[config.mk]
export PLATFORM = sky130hd
export DESIGN_NAME = frac_resampler
export DESIGN_NICKNAME = d
export VERILOG_FILES = /design/src/rtl/frs_pkg.sv /design/src/rtl/frs_odr_meter.sv /design/src/rtl/frs_phase_acc.sv /design/src/rtl/frs_lerp.sv /design/src/rtl/frac_resampler.sv
export SDC_FILE = /design/constraint.sdc
export NUM_CORES = 1
export LEC_CHECK = 0
export BUFFER_PORTS_ARGS = -buffer_cell sky130_fd_sc_hd__clkbuf_2
export CORE_MARGIN = 8
export CORE_UTILIZATION = 50
export CTS_CLUSTER_DIAMETER = 40
export DETAILED_ROUTE_END_ITERATION = 10
export PLACE_DENSITY = 0.79
export SETUP_SLACK_MARGIN = 0.02
export SLEW_MARGIN = 20
export SYNTH_ARGS = -nofsm -noshare
export SYNTH_HDL_FRONTEND = slang
export SYNTH_HIERARCHICAL = 1
export SYNTH_SLANG_ARGS = --single-unit
[constraint.sdc]
create_clock -name clk -period 19.8 [get_ports clk]
set_input_delay 1.98 -clock clk [delete_from_list [all_inputs] [get_ports clk]]
set_output_delay 1.98 -clock clk [all_outputs]
set_load 0.05 [all_outputs]
[src/rtl/frs_pkg.sv]
`timescale 1ns/1ps
package frs_pkg;

   typedef enum logic {
      SRC_SET  = 1'b0,
      SRC_MEAS = 1'b1
   } ratio_src_e;

   // fixed-point 1.0 for a given number of fraction bits
   function automatic logic [63:0] fx_one(input int frac_bits);
      return 64'd1 << frac_bits;
   endfunction

endpackage

[src/rtl/frs_odr_meter.sv]
`timescale 1ns/1ps
module frs_odr_meter #(
   parameter int RI       = 8,
   parameter int RF       = 24,
   parameter int N_LOG2   = 2,
   parameter int AVG_LOG2 = 4,
   parameter int TMO_LOG2 = 20,
   parameter int SYNC_N   = 2
) (
   input  logic             clk,
   input  logic             rst_n,
   input  logic             odr_in,
   output logic [RI+RF-1:0] meas_ratio,
   output logic             stale
);
   import frs_pkg::*;

   localparam int RATIO_W = RI + RF;
   localparam int CNT_W   = TMO_LOG2 + 1;
   localparam int SUM_W   = CNT_W + AVG_LOG2;
   localparam int SHIFT   = RF - AVG_LOG2 - N_LOG2;
   localparam int WIDE_W  = SUM_W + SHIFT;
   localparam logic [CNT_W-1:0]   TMO_MAX = CNT_W'(fx_one(TMO_LOG2) - 64'd1);
   localparam logic [RATIO_W-1:0] ONE_R   = RATIO_W'(fx_one(RF));

   initial begin
      assert (SYNC_N >= 2) else $error("meter: SYNC_N must be at least 2");
      assert (SHIFT >= 0) else $error("meter: RF too small for AVG_LOG2+N_LOG2");
      assert (AVG_LOG2 >= 1) else $error("meter: AVG_LOG2 must be at least 1");
   end

   logic [SYNC_N-1:0]   sync_q;
   logic                odr_last;
   logic                rise;
   logic [CNT_W-1:0]    cnt;
   logic                primed;
   logic [AVG_LOG2-1:0] per_idx;
   logic [SUM_W-1:0]    sum;
   logic [SUM_W-1:0]    sum_n;
   logic [RATIO_W-1:0]  conv;

   assign rise  = sync_q[SYNC_N-1] & ~odr_last;
   assign sum_n = sum + SUM_W'(cnt) + SUM_W'(1);

   // sum/(16*N) in 8.24 is a left shift; saturate only if the shifted sum can overflow
   if (WIDE_W > RATIO_W) begin : g_sat
      logic [WIDE_W-1:0] wide;
      assign wide = WIDE_W'(sum_n) << SHIFT;
      assign conv = (|wide[WIDE_W-1:RATIO_W]) ? '1 : wide[RATIO_W-1:0];
   end else begin : g_fit
      assign conv = RATIO_W'(sum_n) << SHIFT;
   end

   always_ff @(posedge clk or negedge rst_n) begin
      if (!rst_n) begin
         sync_q     <= '0;
         odr_last   <= 1'b0;
         cnt        <= '0;
         primed     <= 1'b0;
         per_idx    <= '0;
         sum        <= '0;
         meas_ratio <= ONE_R;
         stale      <= 1'b0;
      end else begin
         sync_q   <= {sync_q[SYNC_N-2:0], odr_in};
         odr_last <= sync_q[SYNC_N-1];
         if (rise) begin
            cnt    <= '0;
            primed <= 1'b1;
            stale  <= 1'b0;
            if (primed) begin
               if (per_idx == '1) begin
                  meas_ratio <= conv;
                  sum        <= '0;
               end else begin
                  sum <= sum_n;
               end
               per_idx <= per_idx + 1'b1;
            end
         end else if (cnt == TMO_MAX) begin
            cnt     <= '0;
            primed  <= 1'b0;
            stale   <= 1'b1;
            sum     <= '0;
            per_idx <= '0;
         end else begin
            cnt <= cnt + 1'b1;
         end
      end
   end

   AST_STALE_HOLDS_RATIO: assert property (@(posedge clk) disable iff (!rst_n)
      (stale && $past(stale)) |-> $stable(meas_ratio))
      else $error("measured ratio moved while stale");

   AST_FIRST_EDGE_NO_UPDATE: assert property (@(posedge clk) disable iff (!rst_n)
      !$past(primed) |-> $stable(meas_ratio))
      else $error("measured ratio moved before timing started");

endmodule

[src/rtl/frs_phase_acc.sv]
`timescale 1ns/1ps
module frs_phase_acc #(
   parameter int DW = 16,
   parameter int RI = 8,
   parameter int RF = 24,
   parameter int WB = 12
) (
   input  logic             clk,
   input  logic             rst_n,
   input  logic             in_valid,
   input  logic [DW-1:0]    in_data,
   input  logic [RI+RF-1:0] ratio_src,
   output logic             emit,
   output logic [WB-1:0]    weight,
   output logic [DW-1:0]    x_prev,
   output logic [RI+RF-1:0] ratio_q
);
   import frs_pkg::*;

   localparam int RATIO_W = RI + RF;
   localparam int ACC_W   = RATIO_W + 1;
   localparam logic [RATIO_W-1:0] ONE_R = RATIO_W'(fx_one(RF));
   localparam logic [ACC_W-1:0]   ONE_A = ACC_W'(fx_one(RF));

   initial begin
      assert (WB >= 1 && WB <= RF) else $error("phase: WB must lie in 1..RF");
   end

   logic               primed;
   logic [ACC_W-1:0]   acc;      // distance from x_prev to the next output instant
   logic               below_one;
   logic [RATIO_W-1:0] ratio_eff;

   assign ratio_eff = (ratio_src < ONE_R) ? ONE_R : ratio_src;
   assign below_one = (acc[ACC_W-1:RF] == '0);
   assign emit      = in_valid & primed & below_one;
   assign weight    = acc[RF-1 -: WB];

   always_ff @(posedge clk or negedge rst_n) begin
      if (!rst_n) begin
         primed  <= 1'b0;
         acc     <= '0;
         x_prev  <= '0;
         ratio_q <= ONE_R;
      end else if (in_valid) begin
         x_prev <= in_data;
         if (!primed) begin
            primed <= 1'b1;
         end else if (below_one) begin
            acc     <= acc + ACC_W'(ratio_eff) - ONE_A;
            ratio_q <= ratio_eff;
         end else begin
            acc <= acc - ONE_A;
         end
      end
   end

   AST_IDLE_HOLDS_PHASE: assert property (@(posedge clk) disable iff (!rst_n)
      !in_valid |=> $stable(acc))
      else $error("phase advanced without an input");

endmodule

[src/rtl/frs_lerp.sv]
`timescale 1ns/1ps
module frs_lerp #(
   parameter int DW = 16,
   parameter int WB = 12
) (
   input  logic [DW-1:0] x0,
   input  logic [DW-1:0] x1,
   input  logic [WB-1:0] weight,
   output logic [DW-1:0] y
);
   logic signed [DW:0]      diff;
   logic signed [DW+WB+1:0] prod;
   logic signed [DW+WB+1:0] scaled;
   logic                    unused_hi;

   assign diff      = $signed({x1[DW-1], x1}) - $signed({x0[DW-1], x0});
   assign prod      = diff * $signed({1'b0, weight});
   assign scaled    = prod >>> WB;
   // result lies between x0 and x1, so the low DW bits carry it exactly
   assign y         = x0 + scaled[DW-1:0];
   assign unused_hi = ^scaled[DW+WB+1:DW];

endmodule

[src/rtl/frac_resampler.sv]
`timescale 1ns/1ps
module frac_resampler #(
   parameter int DW       = 16,
   parameter int RI       = 8,
   parameter int RF       = 24,
   parameter int WB       = 12,
   parameter int N_LOG2   = 2,
   parameter int AVG_LOG2 = 4,
   parameter int TMO_LOG2 = 20,
   parameter int SYNC_N   = 2
) (
   input  logic             clk,
   input  logic             rst_n,
   input  logic             mode_meas,
   input  logic [RI+RF-1:0] cfg_ratio,
   input  logic             odr_in,
   input  logic             in_valid,
   input  logic [DW-1:0]    in_data,
   output logic             out_valid,
   output logic [DW-1:0]    out_data,
   output logic             odr_tick,
   output logic [RI+RF-1:0] ratio_used,
   output logic             meas_stale
);
   import frs_pkg::*;

   localparam int RATIO_W = RI + RF;
   localparam logic [RATIO_W-1:0] ONE_R = RATIO_W'(fx_one(RF));

   initial begin
      assert (DW >= 2) else $error("top: DW too small");
      assert (TMO_LOG2 >= 4 && TMO_LOG2 <= 30) else $error("top: TMO_LOG2 out of range");
      assert (N_LOG2 >= 0 && N_LOG2 <= 8) else $error("top: N_LOG2 out of range");
   end

   ratio_src_e         src_sel;
   logic [RATIO_W-1:0] meas_ratio;
   logic [RATIO_W-1:0] ratio_src;
   logic               emit;
   logic [WB-1:0]      weight;
   logic [DW-1:0]      x_prev;
   logic [DW-1:0]      lerp_y;
   logic               tick_d;

   assign src_sel   = mode_meas ? SRC_MEAS : SRC_SET;
   assign ratio_src = (src_sel == SRC_MEAS) ? meas_ratio : cfg_ratio;

   frs_odr_meter #(
      .RI(RI), .RF(RF), .N_LOG2(N_LOG2), .AVG_LOG2(AVG_LOG2),
      .TMO_LOG2(TMO_LOG2), .SYNC_N(SYNC_N)
   ) u_meter (
      .clk        (clk),
      .rst_n      (rst_n),
      .odr_in     (odr_in),
      .meas_ratio (meas_ratio),
      .stale      (meas_stale)
   );

   frs_phase_acc #(
      .DW(DW), .RI(RI), .RF(RF), .WB(WB)
   ) u_phase (
      .clk       (clk),
      .rst_n     (rst_n),
      .in_valid  (in_valid),
      .in_data   (in_data),
      .ratio_src (ratio_src),
      .emit      (emit),
      .weight    (weight),
      .x_prev    (x_prev),
      .ratio_q   (ratio_used)
   );

   frs_lerp #(
      .DW(DW), .WB(WB)
   ) u_lerp (
      .x0     (x_prev),
      .x1     (in_data),
      .weight (weight),
      .y      (lerp_y)
   );

   // output-rate strobe: every 2^N_LOG2-th output in programmed mode
   if (N_LOG2 == 0) begin : g_div1
      assign tick_d = emit & (src_sel == SRC_SET);
   end else begin : g_divn
      logic [N_LOG2-1:0] dec_cnt;
      always_ff @(posedge clk or negedge rst_n) begin
         if (!rst_n) begin
            dec_cnt <= '0;
         end else if (src_sel == SRC_MEAS) begin
            dec_cnt <= '0;
         end else if (emit) begin
            dec_cnt <= dec_cnt + 1'b1;
         end
      end
      assign tick_d = emit & (src_sel == SRC_SET) & (dec_cnt == '1);
   end

   always_ff @(posedge clk or negedge rst_n) begin
      if (!rst_n) begin
         out_valid <= 1'b0;
         out_data  <= '0;
         odr_tick  <= 1'b0;
      end else begin
         out_valid <= emit;
         odr_tick  <= tick_d;
         if (emit) begin
            out_data <= lerp_y;
         end
      end
   end

   AST_OUT_NEEDS_INPUT: assert property (@(posedge clk) disable iff (!rst_n)
      out_valid |-> $past(in_valid))
      else $error("output without a preceding input");

   AST_RATIO_AT_BOUNDARY: assert property (@(posedge clk) disable iff (!rst_n)
      !out_valid |-> $stable(ratio_used))
      else $error("ratio changed between outputs");

   AST_RATIO_FLOOR: assert property (@(posedge clk) disable iff (!rst_n)
      ratio_used >= ONE_R)
      else $error("ratio in force below 1.0");

   AST_TICK_SET_ONLY: assert property (@(posedge clk) disable iff (!rst_n)
      odr_tick |-> (out_valid && !$past(mode_meas)))
      else $error("strobe outside programmed-mode output");

endmodule

==> flow_summary.ini <==
[setup_path]
reg2reg_depth = 31
cp_slowest_stage_delay_ns = 0.82
critPathMaxFanout = 12
start_kind = input pin
worst_ep_required_time_ns = 20.13
rrSetupSlack_ns = 10.22
slowest_stage = xnor2_1
end_kind = register
path_common_cell = fa_1
regToRegStartpoint = u_phase/x_prev[0]
worst_r2r_endpoint = out_data[12]
crit_type = input pin to register
arrival_ns = 11.09

[clock_tree]
cts-buffers-inserted = 17
postCtsHoldBufs = 0
htreeDepth = 4
postCtsSetupBuffers = 0
cts-root-buf = clkbuf_16
cts.clk_slew.worst_paths_ns = 0.07
insertion_delay_ns = 0.45
clock_path_buffers = 2
cts-resized-gates = 0
clkSinkCount = 172
cts_tree = built

[timing]
hold_viol = 0
maxSlewHeadroom_pct = 24.6
drv_slew = 0
min_period_over_period_pct = 54.4
rsz0062_at_grt = no
layout_min_cycle_time_ns = 10.76
clock_skew_ns = 0.0130
fmax_ghz = 0.0929
max_slew.worst_pin.slew_ns = 1.13
setup-violations-final = 0
totalNegativeSetupSlack_ns = 0

[synthesis]
synth_top_flop_cell = dfrtp_1
netlist-cell-type-count = 86
ys_seq_elements = 172
synth_compound_area_share_pct = 11.3
yosysSeqAreaShare_pct = 21.9
synth_area_sq_mm = 0.0197
synth.most_common_cell = inv_1
yosysWarnings = 6
synth-adder-area-share_pct = 30.1
syn_nets = 2580
synth_edf_count = 0
netlist.area_leader.share_pct = 21.6
yosys-top-cells-count = 319 x inv_1, 239 x nand2_1, 183 x fa_1, 181 x ha_1, 170 x dfrtp_1
synth.area.top_cells = dfrtp_1 22%, fa_1 19%, ha_1 12%
yosys.area_share.simple_pct = 16.4
syn_inst = 2163
synth_top_family_by_area = adder cells
ys_async_sr_fraction_pct = 100
avgSynthCellArea_sq_um = 9.10
synth-xor-area-share_pct = 5.37
synth_mux_area_share_pct = 5.84
synth_top_area_cell = dfrtp_1

[status]
status = finished, final reports clean

[floorplanning]
ios = 104
num_rows = 72
die_h_um = 214
chipWidth_um = 214
initial_utilization_pct = 50.8
coreArea_sq_mm = 0.0387
die_area_sq_mm = 0.0459

[hold_path]
worstHoldEndpoint = u_meter/sync_q[1]
holdCritPathClass = register to register
hold_start = u_meter/sync_q[0]
whs_path_depth = 0

[placement]
hpwl_mm = 37.9
port_buffers = 103
place_congestion = 0.920

[global_routing]
grt_use_total_pct = 21.2
antenna_found_initial = 0
grt_max_degree = 103
gr-usage-met1_pct = 26.9
grt-busiest-layer = met2
grt_pass1_vias = 15900
grtUsageMet3_pct = 3.13
grt.overflow.total = 0
met2_usage_pct = 36.8
grt_pass1_wl_mm = 80.3

[route]
remaining_drc_errors = 0
drt_wl_total_mm = 48.5
vias = 15100
firstDrtPassIters = 7
drt-vias-per-instance = 5.55
drtIter0Drc = 930
wl_per_cell_um = 17.8
final_antenna_net_count = 0

[cells_and_area]
layout.nets = 2618
syn_to_final_growth_pct = 6.97
drive_above_1_share_pct = 12.5
antennaDiodeCount = 0

[job]
maxCapViolCount = 0
## through the flow
| stage | setup slack [ns] | utilization (%) | hold WS [ns] | instance area, sq um | instances |
|---|---|---|---|---|---|
| after global routing | 8.62 | 54.3 | 0.380 | 21000 | 2732 |
| after CTS | 9.08 | 54.3 | 0.366 | 21000 | 2732 |
| after floorplan | 9.72 | - | 0.331 | 19700 | 2163 |
| after global placement | 8.77 | 52.6 | 0.336 | 20400 | 2700 |
| final | 9.04 | 54.3 | 0.359 | 21000 | 2732 |
| after detailed placement | 8.62 | 52.6 | 0.349 | 20400 | 2700 |
## state kept, by name (all words and copies together) (netlist names)
name and flops:
out_data 16, u_meter/primed 1, u_phase/acc 33, u_meter/sync_q 2
u_meter/odr_last 1, g_divn.dec_cnt 2, u_meter/sum 25, odr_tick 1
u_meter/stale 1, u_meter/cnt 21, u_phase/ratio_q 32, out_valid 1
u_phase/primed 1, u_meter/meas_ratio 15, u_phase/x_prev 16, u_meter/per_idx 4
## cell type report
cell class	count	area (sq um)
fillers	3465	17700
multi-input cells	1573	13600
flip-flops and latches	172	4310
inverters	319	1200
well taps	518	648
repair buffers	118	634
clock buffers	17	425
clock inverters	15	226
## worst max path at each step
stage,from,end,slack [ns]
after floorplan,in_data[0],out_data[15],9.72
after global placement,in_data[0],out_data[15],8.77
after detailed placement,in_data[0],out_data[15],8.62
after CTS,in_data[0],out_data[15],9.08
after global routing,in_data[0],out_data[15],8.62
final,in_data[0],out_data[12],9.04
## worst max-delay path: cells and delay by family
family	cells	cell delay [ns]
buf+inv	5	0.28
fa+ha+maj	9	3.81
compound gates	9	2.35
xor+xnor	3	1.13
simple gates	6	1.28
mux	1	0.25
## metal layers
metal	share of wire, %	wire length, um	vias up
li1	-	-	7147
met1	43	20900	7501
met2	49	24000	413
met3	4.7	2270	88
met4	2.7	1330	0
met5	0	0	-
## cell usage in the layout (no fill, tap or decap), drive strengths merged, types with 11 or more instances in the layout
cell type,instances
fa,183
a21oi,100
and2,122
nor2b,23
and3,14
xor2,51
xnor2,67
a21o,18
nand4,22
buf,16
nand2b,23
o21ai,94
nor2,109
o21bai,11
nand3,33
dfrtp,170
o211ai,13
clkbuf,119
o21a,14
ha,181
mux2,88
o31ai,11
inv,326
nand2,240
nor3,26
a31oi,27
## kinds of logic (layout without fill, tap and decap cells)
group / after synthesis / count (layout)
xor+xnor: 119 / 119
fa+ha+maj: 364 / 364
simple gates: 654 / 654
flops: 172 / 172
buf+inv: 418 / 469
mux: 91 / 91
compound gates: 345 / 345
Power is left out: the tool's default activity adds up to more than one toggle a clock period on the data nets, which glitch-free logic cannot reach.
